## src/rtl/sleepwake_pkg.sv

```systemverilog
package sleepwake_pkg;
  localparam logic [3:0] CTRL_OFS   = 4'h0;
  localparam logic [3:0] ENABLE_OFS = 4'h4;
  localparam logic [3:0] REASON_OFS = 4'h8;

  typedef enum logic {
    SW_AWAKE  = 1'b0,
    SW_ASLEEP = 1'b1
  } swState_t;

  typedef struct packed {
    logic ctrlWr;
    logic enableWr;
    logic reasonWr;
    logic captureWake;
  } swStrobe_t;
endpackage

```

## src/rtl/swc_control.sv

```systemverilog
module swc_control
  import sleepwake_pkg::*;
#(
  parameter int ADDR_W     = 4,
  parameter int PD_LATENCY = 12
) (
  input  logic              clk,
  input  logic              rstN,
  input  logic [ADDR_W-1:0] regAddr,
  input  logic              regWrEn,
  input  logic              sleepReqBit,
  input  logic              pdReqBit,
  input  logic              wakeHitAny,
  output swStrobe_t         strobe,
  output logic              sleepActive,
  output logic              memPdStatus
);
  localparam int CNT_W = (PD_LATENCY > 2) ? $clog2(PD_LATENCY) : 1;
  localparam logic [CNT_W-1:0] CNT_LAST = CNT_W'(PD_LATENCY - 1);

  swState_t   stateQ, stateD;
  logic       pdTargetQ;
  logic [CNT_W-1:0] pdCntQ;

  // address decode into strobes for the datapath
  always_comb begin
    strobe.ctrlWr      = regWrEn && (regAddr == ADDR_W'(CTRL_OFS));
    strobe.enableWr    = regWrEn && (regAddr == ADDR_W'(ENABLE_OFS));
    strobe.reasonWr    = regWrEn && (regAddr == ADDR_W'(REASON_OFS));
    strobe.captureWake = (stateQ == SW_ASLEEP) && wakeHitAny;
  end

  // sleep state machine
  always_comb begin
    stateD = stateQ;
    unique case (stateQ)
      SW_AWAKE:  if (strobe.ctrlWr && sleepReqBit) stateD = SW_ASLEEP;
      SW_ASLEEP: if (wakeHitAny) stateD = SW_AWAKE;
      default:   stateD = SW_AWAKE;
    endcase
  end

  always_ff @(posedge clk or negedge rstN) begin
    if (!rstN) stateQ <= SW_AWAKE;
    else       stateQ <= stateD;
  end

  assign sleepActive = (stateQ == SW_ASLEEP);

  // memory power-down request / delayed acknowledge
  always_ff @(posedge clk or negedge rstN) begin
    if (!rstN) begin
      pdTargetQ   <= 1'b0;
      pdCntQ      <= '0;
      memPdStatus <= 1'b0;
    end else if (strobe.ctrlWr) begin
      pdTargetQ <= pdReqBit;
      pdCntQ    <= '0;
    end else if (pdTargetQ != memPdStatus) begin
      if (pdCntQ == CNT_LAST) begin
        memPdStatus <= pdTargetQ;
        pdCntQ      <= '0;
      end else begin
        pdCntQ <= pdCntQ + 1'b1;
      end
    end
  end
endmodule

```

## src/rtl/swc_datapath.sv

```systemverilog
module swc_datapath
  import sleepwake_pkg::*;
#(
  parameter int          ADDR_W    = 4,
  parameter int          DATA_W    = 32,
  parameter logic [31:0] TRIG_IMPL = 32'hC408_011A
) (
  input  logic              clk,
  input  logic              rstN,
  input  swStrobe_t         strobe,
  input  logic [ADDR_W-1:0] regAddr,
  input  logic [DATA_W-1:0] regWrData,
  input  logic [DATA_W-1:0] wakeTrig,
  input  logic              sleepActive,
  input  logic              memPdStatus,
  output logic              wakeHitAny,
  output logic [DATA_W-1:0] regRdData,
  output logic              wakeIrq
);
  localparam logic [DATA_W-1:0] IMPL_MASK = DATA_W'(TRIG_IMPL);

  logic [DATA_W-1:0] enableQ, reasonQ, reasonD, wakeHit, clearMask, ctrlView;

  assign wakeHit    = wakeTrig & enableQ & IMPL_MASK;
  assign wakeHitAny = |wakeHit;

  always_ff @(posedge clk or negedge rstN) begin
    if (!rstN)               enableQ <= '0;
    else if (strobe.enableWr) enableQ <= regWrData & IMPL_MASK;
  end

  always_comb begin
    clearMask = strobe.reasonWr ? regWrData : '0;
    reasonD   = reasonQ & ~clearMask;
    if (strobe.captureWake) reasonD = reasonD | wakeHit;
  end

  always_ff @(posedge clk or negedge rstN) begin
    if (!rstN) reasonQ <= '0;
    else       reasonQ <= reasonD;
  end

  assign wakeIrq = |reasonQ;

  // control view: bit0 sleep state, bit15 memory status, rest zero
  generate
    for (genvar b = 0; b < DATA_W; b++) begin : g_ctrlView
      if (b == 0) begin : g_sleep
        assign ctrlView[b] = sleepActive;
      end else if (b == 15) begin : g_pd
        assign ctrlView[b] = memPdStatus;
      end else begin : g_zero
        assign ctrlView[b] = 1'b0;
      end
    end
  endgenerate

  always_comb begin
    unique case (regAddr)
      ADDR_W'(CTRL_OFS):   regRdData = ctrlView;
      ADDR_W'(ENABLE_OFS): regRdData = enableQ;
      ADDR_W'(REASON_OFS): regRdData = reasonQ;
      default:             regRdData = '0;
    endcase
  end
endmodule

```

## src/rtl/sleep_wake_ctrl.sv

```systemverilog
module sleep_wake_ctrl
  import sleepwake_pkg::*;
#(
  parameter int          ADDR_W     = 4,
  parameter int          DATA_W     = 32,
  parameter int          PD_LATENCY = 12,
  parameter logic [31:0] TRIG_IMPL  = 32'hC408_011A
) (
  input  logic              clk,
  input  logic              rstN,
  input  logic [ADDR_W-1:0] regAddr,
  input  logic              regWrEn,
  input  logic [DATA_W-1:0] regWrData,
  output logic [DATA_W-1:0] regRdData,
  input  logic [DATA_W-1:0] wakeTrig,
  output logic              sleepActive,
  output logic              memPowerDown,
  output logic              wakeIrq
);
  swStrobe_t strobe;
  logic      wakeHitAny;

  swc_control #(.ADDR_W(ADDR_W), .PD_LATENCY(PD_LATENCY)) u_ctrl (
    .clk(clk), .rstN(rstN), .regAddr(regAddr), .regWrEn(regWrEn),
    .sleepReqBit(regWrData[0]), .pdReqBit(regWrData[15]),
    .wakeHitAny(wakeHitAny), .strobe(strobe),
    .sleepActive(sleepActive), .memPdStatus(memPowerDown)
  );

  swc_datapath #(.ADDR_W(ADDR_W), .DATA_W(DATA_W), .TRIG_IMPL(TRIG_IMPL)) u_dp (
    .clk(clk), .rstN(rstN), .strobe(strobe), .regAddr(regAddr),
    .regWrData(regWrData), .wakeTrig(wakeTrig), .sleepActive(sleepActive),
    .memPdStatus(memPowerDown), .wakeHitAny(wakeHitAny),
    .regRdData(regRdData), .wakeIrq(wakeIrq)
  );
endmodule

```

## config.mk

```make
export PLATFORM = sky130hd
export DESIGN_NAME = sleep_wake_ctrl
export DESIGN_NICKNAME = d
export VERILOG_FILES = /design/src/rtl/sleepwake_pkg.sv /design/src/rtl/swc_control.sv /design/src/rtl/swc_datapath.sv /design/src/rtl/sleep_wake_ctrl.sv
export SDC_FILE = /design/constraint.sdc
export NUM_CORES = 1
export LEC_CHECK = 0
export BUFFER_PORTS_ARGS = -buffer_cell sky130_fd_sc_hd__buf_2
export CORE_MARGIN = 5
export CORE_UTILIZATION = 46
export CTS_CLUSTER_DIAMETER = 80
export DETAILED_ROUTE_END_ITERATION = 8
export PLACE_DENSITY_LB_ADDON = 0.1
export SYNTH_ARGS = -nofsm -noshare
export SYNTH_HDL_FRONTEND = slang
export SYNTH_HIERARCHICAL = 1
export SYNTH_SLANG_ARGS = --single-unit
```

## constraint.sdc

```tcl
create_clock -name clk -period 1.63 [get_ports clk]
set_input_delay 0.326 -clock clk [delete_from_list [all_inputs] [get_ports clk]]
set_output_delay 0.326 -clock clk [all_outputs]
set_load 0.01 [all_outputs]
```

Word-level counts from Yosys, hierarchy flattened
Cells that the tools add are included.
- $add $sub $neg: 1
- eq/ne operators: 4
- multiplexer cells: 9
- bitwise operators: 6
- reduce and logical (&&, ||, !) cells: 10
- operators with widths (operator ; count):
    $pmux W32 S3 ; 1
    $and A32 B32 Y32 ; 2
    $mux W32 ; 2
    $not A32 Y32 ; 1
    $or A32 B32 Y32 ; 1
    $reduce_or A32 Y1 ; 1
    $mux W4 ; 3
    $eq A4 B4 Y1 const B ; 2
    $reduce_or A8 Y1 ; 1
    $logic_and A1 B1 Y1 ; 5
    $add A4 B1 Y4 const B ; 1
    $eq A4 B3 Y1 const B ; 1
    $logic_not A4 Y1 ; 1
    $reduce_and A3 Y1 ; 1
    $mux W1 ; 2
    $not A1 Y1 ; 2
    $pmux W1 S2 ; 1
    $reduce_bool A2 Y1 ; 1
    $ne A1 B1 Y1 ; 1
- bits in registers: 47
- input bits: 71
- output and inout bits: 35
- logic and storage cells: 36

Depth between registers and ports, before layout
Gate-level depths: netlist of run 1.
- word-level depth: 7
- depth in mapped cells: 5

Cells and area by module
Netlist of run 1, hierarchy kept.
- modules (own cells, without submodules) (module ; instances ; cells an instance ; area each (um^2) ; seq. area each (um^2)):
    swc_datapath ; 1 ; 148 ; 1810.5 ; 1001.0
    swc_control ; 1 ; 38 ; 399.1 ; 175.2

Worst setup path after synthesis of run 1
OpenSTA, ideal clock, no wires.
- kind: input port to flip-flop
- start: input regAddr[1]
- end: register u_dp.reasonQ[30]
- setup time: 0.122 ns
- data arrival time: 1.654 ns
- data required time: 1.508 ns
- setup slack: -0.146 ns
- cell stages on the path: 5
- path buffers: 1
- cell sequence: or4b_4 nor2_1 clkbuf_1 nand2_1 a32o_1
- RTL lines (item ; line ; RTL):
    start, declared ; sleep_wake_ctrl.sv:11 ; input logic [ADDR_W-1:0] regAddr,
    end signal, assigned ; swc_datapath.sv:40 ; else reasonQ <= reasonD;
    end, declared ; swc_datapath.sv:22 ; logic [DATA_W-1:0] enableQ, reasonQ, reasonD, wakeHit, clearMask, ctrlView;

Final worst setup path of run 1
- start: register u_dp.reasonQ[4]
- end: output wakeIrq
- cells in the longest elaborated chain, start to end: 1
- RTL lines (item ; line ; RTL):
    $reduce_or A32 Y1 ; swc_datapath.sv:43 ; assign wakeIrq = |reasonQ;
    end, declared ; sleep_wake_ctrl.sv:18 ; output logic wakeIrq
No other way between the ends.

==> impl_results.md, run 1 <==
- Die H: 79.3 um
- CP max-delay cell: dfrtp_1
- CTS sink cnt: 47
- Count leader, synth: dfrtp_1
- Share of post-route cells with drive strength above 1: between 50 and 60%
- Area growth, synth to finish: 49.6%
- Top FF cell, synth: dfrtp_1
- Max frequency: between 500 and 600 MHz
- Synth top area cells: dfrtp_1 53%, a21boi_0 8.2%, and2_1 6.5%
- FP Rows: 25
- Pleak: 1.65 nW
- Drt first pass iters: 5
- Startpoint types: flop
- Vias in the first global route: 1904
- Fillers: between 300 and 400
- Core footprint: 4690 sq um
- Fin nets: approximately 370
- Register area share after synthesis: ~53%
- Root buf cell: clkbuf_8
- CP Capture Type: primary output
- PortBufs: 81
- Final core utilization: about 70%
- Pwr dens: approximately 860 nW/um^2
- Crit Path Class: flop to primary output
- Residual DRC: 0
- Period utilization: 116%
- Multi-input gate area: 1070 sq um
- Failing checks: negative setup slack
- Die Wd: approximately 80 um
- Post-route minimum period: ~1900 ps
- Async SR Flop Fraction: 100%
- Status: complete, but fails checks
- FF-to-FF Start: u_dp/enableQ[30]
- Via count: 1929
- Internal reg-to-reg setup slack: 160 ps
- Peak supply drop: approximately 660 uV
- Die area: ~6300 sq um
- Hold Crit Class: input pin to asynchronous set/reset pin
- CP required: 1300 ps
- End of the worst register-to-register path: u_dp/reasonQ[30]
- Reg2Reg Depth: 4
- Synth Net Count: 258
- All-layer global routing usage: between 10% and 20%
- Clock buffer depth: 2
- Max-cap viol count: 0
- Clock-pin slew on the worst setup and hold paths: 80 ps
- Routed Antenna Nets: 0
- Worst slack at placement: -121 ps
- Register area: about 1200 sq um
- Post-synth top area cell: dfrtp_1
- Synth top area share: roughly 53%
- Max incr delay on CP: 400 ps
- H-Tree Depth: 2
- DR iter-0 viols: 59
- Post-synth EDFFs: 0
- ANT cells: 0
- Top cells by count, synth: 47 x dfrtp_1, 24 x a21boi_0, 23 x and2_1
- RSZ-0062 raised after global routing: yes
- Setup violators final: 4
- Overall power: 2.84 mW
- Worst endpoint data arrival time: 1560 ps
- Final Hold Viols: 0
- Critical path peak fanout: 2
- GP Congestion: 0.774
- Worst setup margin: -254 ps
- Hold buffer count at CTS: 0
- Cell variety after synth: 35
- Synth Register Bits: between 40 and 50
- Slew @ Worst Pin: about 500 ps
- Initial Util: 47.1%
- Synth warn: 6
- Netlist Area Pre-Place: 2210 sq um
- WL final: just under 6000 um
- CTS buffer count: 5
- Slew headroom: between 60% and 70%
- Top Ports: around 110
- Avg Cell Area, Syn: about 12 sq um
- Largest net degree at the start of global routing: 48
- Gr ovfl total: 0
- CTS tree: done
- Mapped Cells: 186
- Initial antenna violation count: 0
- Insertion delay to the later sink of the worst-skew pair: approximately 290 ps
- Worst Skew: between 3 and 4 ps
- First-pass GRT wire length: roughly 8800 um
- Worst path cell trace: nor4_2 > buf_4 > nand4_1 > or2_4 > buf_6
- Routed len/inst: about 17 um
- Vias per cell: approximately 5.5
- Final Max Tran Viols: 0
- Hpwl dp: approximately 4000 um
-- metrics by stage --
step	hold WS [ps]	instances	cell area (sq um)	setup TNS (ps)
after floorplan	30.4	186	2220	0
after global placement	331	337	2890	-2810
after detailed placement	328	337	2890	-2910
after CTS	15.1	346	3020	-279
after global routing	21.8	351	3310	-1060
final	3.20	351	3310	-270
-- what timing repair did --
item / CTS / global route
setup buffers: 1 / 2
resized for setup: 6 / 51
gates cloned: 1 / 3
setup endpoints to repair: 6 / 32
pin swaps: 4 / 11
endpoints found under the hold margin: 0 / 0
-- where the power goes --
| group | internal [mW] | total (mW) | switching, mW |
|---|---|---|---|
| clock network | 0.333 | 0.702 | 0.369 |
| registers | 1.31 | 1.45 | 0.140 |
| logic | 0.396 | 0.688 | 0.291 |
-- sequential cells by signal, indices dropped and copies added (netlist names) --
register	cells
u_ctrl/memPdStatus	1
u_ctrl/pdCntQ	4
u_ctrl/pdTargetQ	1
u_ctrl/sleepActive	1
u_dp/enableQ	8
u_dp/reasonQ	32
-- how the worst max path moves through the flow --
stage | startpoint | to
finish | u_dp/reasonQ[4] | wakeIrq
global route | u_dp/reasonQ[5] | wakeIrq
CTS | u_dp/reasonQ[4] | wakeIrq
detailed placement | regAddr[1] | u_dp/reasonQ[30]
global placement | regAddr[1] | u_dp/reasonQ[30]
floorplan | regAddr[1] | u_dp/reasonQ[30]
-- layer usage --
metal	global-route usage, %	share of wire [%]
met2	29.6	49
met5	0	0
met4	4.47	1.6
met3	5.10	5.7
met1	23.2	44
-- logic make-up after synthesis --
logic type	synth area share, %
simple gates	18.9
buf+inv	2.15
mux	6.46
fa+ha+maj	0.566
flops	53.2
compound gates	18.3
xor+xnor	0.396
-- critical path: cells and delay by family (launching register included) --
kind | cells | cell delay (ps)
and+or+nand+nor | 3 | 600
DFF | 1 | 400
buffers and inverters | 2 | 270
-- cell usage in the layout (no fill, tap or decap), types with 6 or more instances in the layout --
master,n
a21boi_0,24
a22o_1,8
a32o_1,8
and2_4,18
buf_2,59
buf_4,19
buf_6,26
clkbuf_8,6
dfrtp_1,47
mux2_2,8
nand2_1,10
-- final cells by class --
class,instances,area share [%]
Tap cell,54,2.04
Clock inverter,1,0.151
Multi-Input combinational cell,128,32.3
Inverter,3,0.341
Clock buffer,6,2.50
Sequential cell,47,35.6
Timing Repair Buffer,112,27.1
Power figures use the tool's default switching activity.
==> inputs of run 2 (changes only) <==
CAP_MARGIN = 20   (was unset)
CORE_UTILIZATION = 25   (was 46)
==> run 2 against run 1 <==
Compared with the run above:
- largest power group unchanged
- critical endpoint unchanged
- sequential share of layout area decreased by 2.0 points
- clock power is 2% lower
- combinational power up 4.8%
- final area rose by 5.9%
- flip-flop and latch count unchanged
- global-route usage decreased by 6.1 points
- fmax down 5.4%
- the flow still finishes with violations (negative setup slack)
==> impl_results.md, run 2 (synthesis gave the netlist of run 1 again) <==
- ANT cells: 0
- Pleak: approximately 1.7 nW
- Status: complete, but fails checks
- Insertion delay to the later sink of the worst-skew pair: between 200 and 300 ps
- Largest Register: u_dp/reasonQ
- Worst slack at placement: -184 ps
- Top flop regs: u_dp/reasonQ (32), u_dp/enableQ (8), u_ctrl/pdCntQ (4)
- Core footprint: about 8700 sq um
- PortBufs: 81
- First-pass GRT wire length: about 11000 um
- Final hold slack: about 200 ps
- Root buf cell: clkbuf_8
- Max incr delay on CP: about 400 ps
- WL final: about 6500 um
- Clock network power share: between 20% and 30%
- Slew headroom: 67.4%
- Routed len/inst: around 16 um
- Overall power: about 2.9 mW
- Worst endpoint data arrival time: around 1700 ps
- Most common cell after layout, fill and taps aside: buf_2
- Gr ovfl total: 0
- Switching power of the nets: approximately 840 uW
- CP Capture Type: primary output
- Setup violators final: 6
- End of the worst register-to-register path: u_dp/reasonQ[30]
- Vias per cell: 4.63
- Area growth, synth to finish: 58.4%
- Die area: around 11000 sq um
- Top Ports: ~110
- FP Rows: 34
- Reg power frac: 50.7%
- Clock buffer depth: 2
- Design internal power: 2.02 mW
- Final Hold Viols: 0
- Max frequency: 502 MHz
- Failing checks: negative setup slack
- Clock-pin slew on the worst setup and hold paths: approximately 90 ps
- Slew @ Worst Pin: about 500 ps
- DR iter-0 viols: 73
- Fin nets: around 380
- Hold Crit Class: input pin to flop
- Initial Util: between 20% and 30%
- Routed Antenna Nets: 0
- Residual DRC: 0
- Peak supply drop: 376 uV
- All-layer global routing usage: between 10% and 20%
- CTS buffer count: 5
- Via count: ~1900
- Share of post-route cells with drive strength above 1: around 55%
- Startpoint types: flop
- CP Launch Point: u_dp/reasonQ[2]
- Hpwl dp: around 4900 um
- CP max-delay cell: dfrtp_1
- Critical path peak fanout: 2
- CP required: between 1000 and 1500 ps
- Die Wd: around 100 um
- CTS tree: done
- Critical path destination: wakeIrq
- Max reg flops: 32
- Die H: around 100 um
- Final Max Tran Viols: 0
- Worst Skew: 4.33 ps
- Most frequent cells in the layout: 57 x buf_2, 47 x dfrtp_1, 28 x buf_6, 28 x buf_4, 24 x a21boi_0
- Post-route minimum period: about 2000 ps
- Worst path cell trace: nor4_2 > buf_4 > nand4_1 > or2_4 > buf_6
- Initial antenna violation count: 0
- Max-cap viol count: 0
- FF-to-FF Start: u_dp/enableQ[30]
- Pwr dens: between 800 and 900 nW/um^2
- Fillers: just under 900
- Vias in the first global route: 2053
- H-Tree Depth: 2
- Hold Path Depth: 2
- CTS sink cnt: 47
- Crit Path Class: flop to primary output
- Internal reg-to-reg setup slack: around 130 ps
- Period utilization: 122%
- GP Congestion: 0.741
- Switching share of power: 29.3%
- RSZ-0062 raised after global routing: yes
- Largest net degree at the start of global routing: 37
- Reg2Reg Depth: 4
- Comb power frac: ~25%
- Worst setup margin: -361 ps
- Drt first pass iters: 4
run 2: how the worst min path moves through the flow:
stage | from | end | slack [ps]
floorplan | rstN | u_ctrl/memPdStatus | 30
global placement | rstN | u_dp/enableQ[19] | 250
detailed placement | rstN | u_dp/reasonQ[19] | 240
CTS | regWrData[16] | u_dp/reasonQ[16] | 190
global route | regWrData[11] | u_dp/reasonQ[11] | 200
finish | regWrData[5] | u_dp/reasonQ[5] | 200
run 2: timing repair:
action	in CTS	in global routing
endpoints found under the hold margin	11	0
resized for setup	20	48
buffers inserted	3	2
hold buffers	1	0
endpoints found under the setup margin	31	32
gates cloned	2	2
pin swaps	4	23
run 2: stage by stage:
step	std cells	area, sq um	utilization (%)	setup TNS (ps)
2_1_floorplan	186	2220	-	0
3_3_place_gp	403	3060	35.3	-5830
3_5_place_dp	403	3060	35.3	-5220
4_1_cts	414	3260	37.6	-413
5_1_grt	417	3500	40.3	-1930
6_report	417	3500	40.3	-452
run 2: area by class of cell:
cell class              count  area, sq um  area share, %
flip-flops and latches     47         1180           33.6
well taps                 108          135           3.86
repair buffers            124         1020           29.1
multi-input cells         128         1080           30.8
clock inverters             2         13.8          0.393
clock buffers               5         68.8           1.97
inverters                   3         11.3          0.322
run 2: per-layer routing:
| metal | part of all wire (%) | global-route usage (%) | up-vias | routed length (um) |
|---|---|---|---|---|
| met5 | 0 | 0 | - | 0 |
| met3 | 4.4 | 3.48 | 4 | 285 |
| met1 | 47 | 15.7 | 924 | 3060 |
| met2 | 48 | 19.1 | 55 | 3160 |
| met4 | 0.61 | 2.68 | 0 | 40 |
| li1 | - | - | 947 | - |
run 2: power by group through the flow:
stage	logic, mW	clock network [mW]	registers [mW]
global placement	0.663	0	1.46
global route	0.802	0.764	1.47
CTS	0.718	0.718	1.45
floorplan	0.353	0	1.44
finish	0.721	0.688	1.45
detailed placement	0.663	0	1.47
run 2: critical path: cells and delay by family (launching register included):
kind / cells / cell delay, ps
buf+inv: 2 / 290
flops: 1 / 400
simple gates: 3 / 690
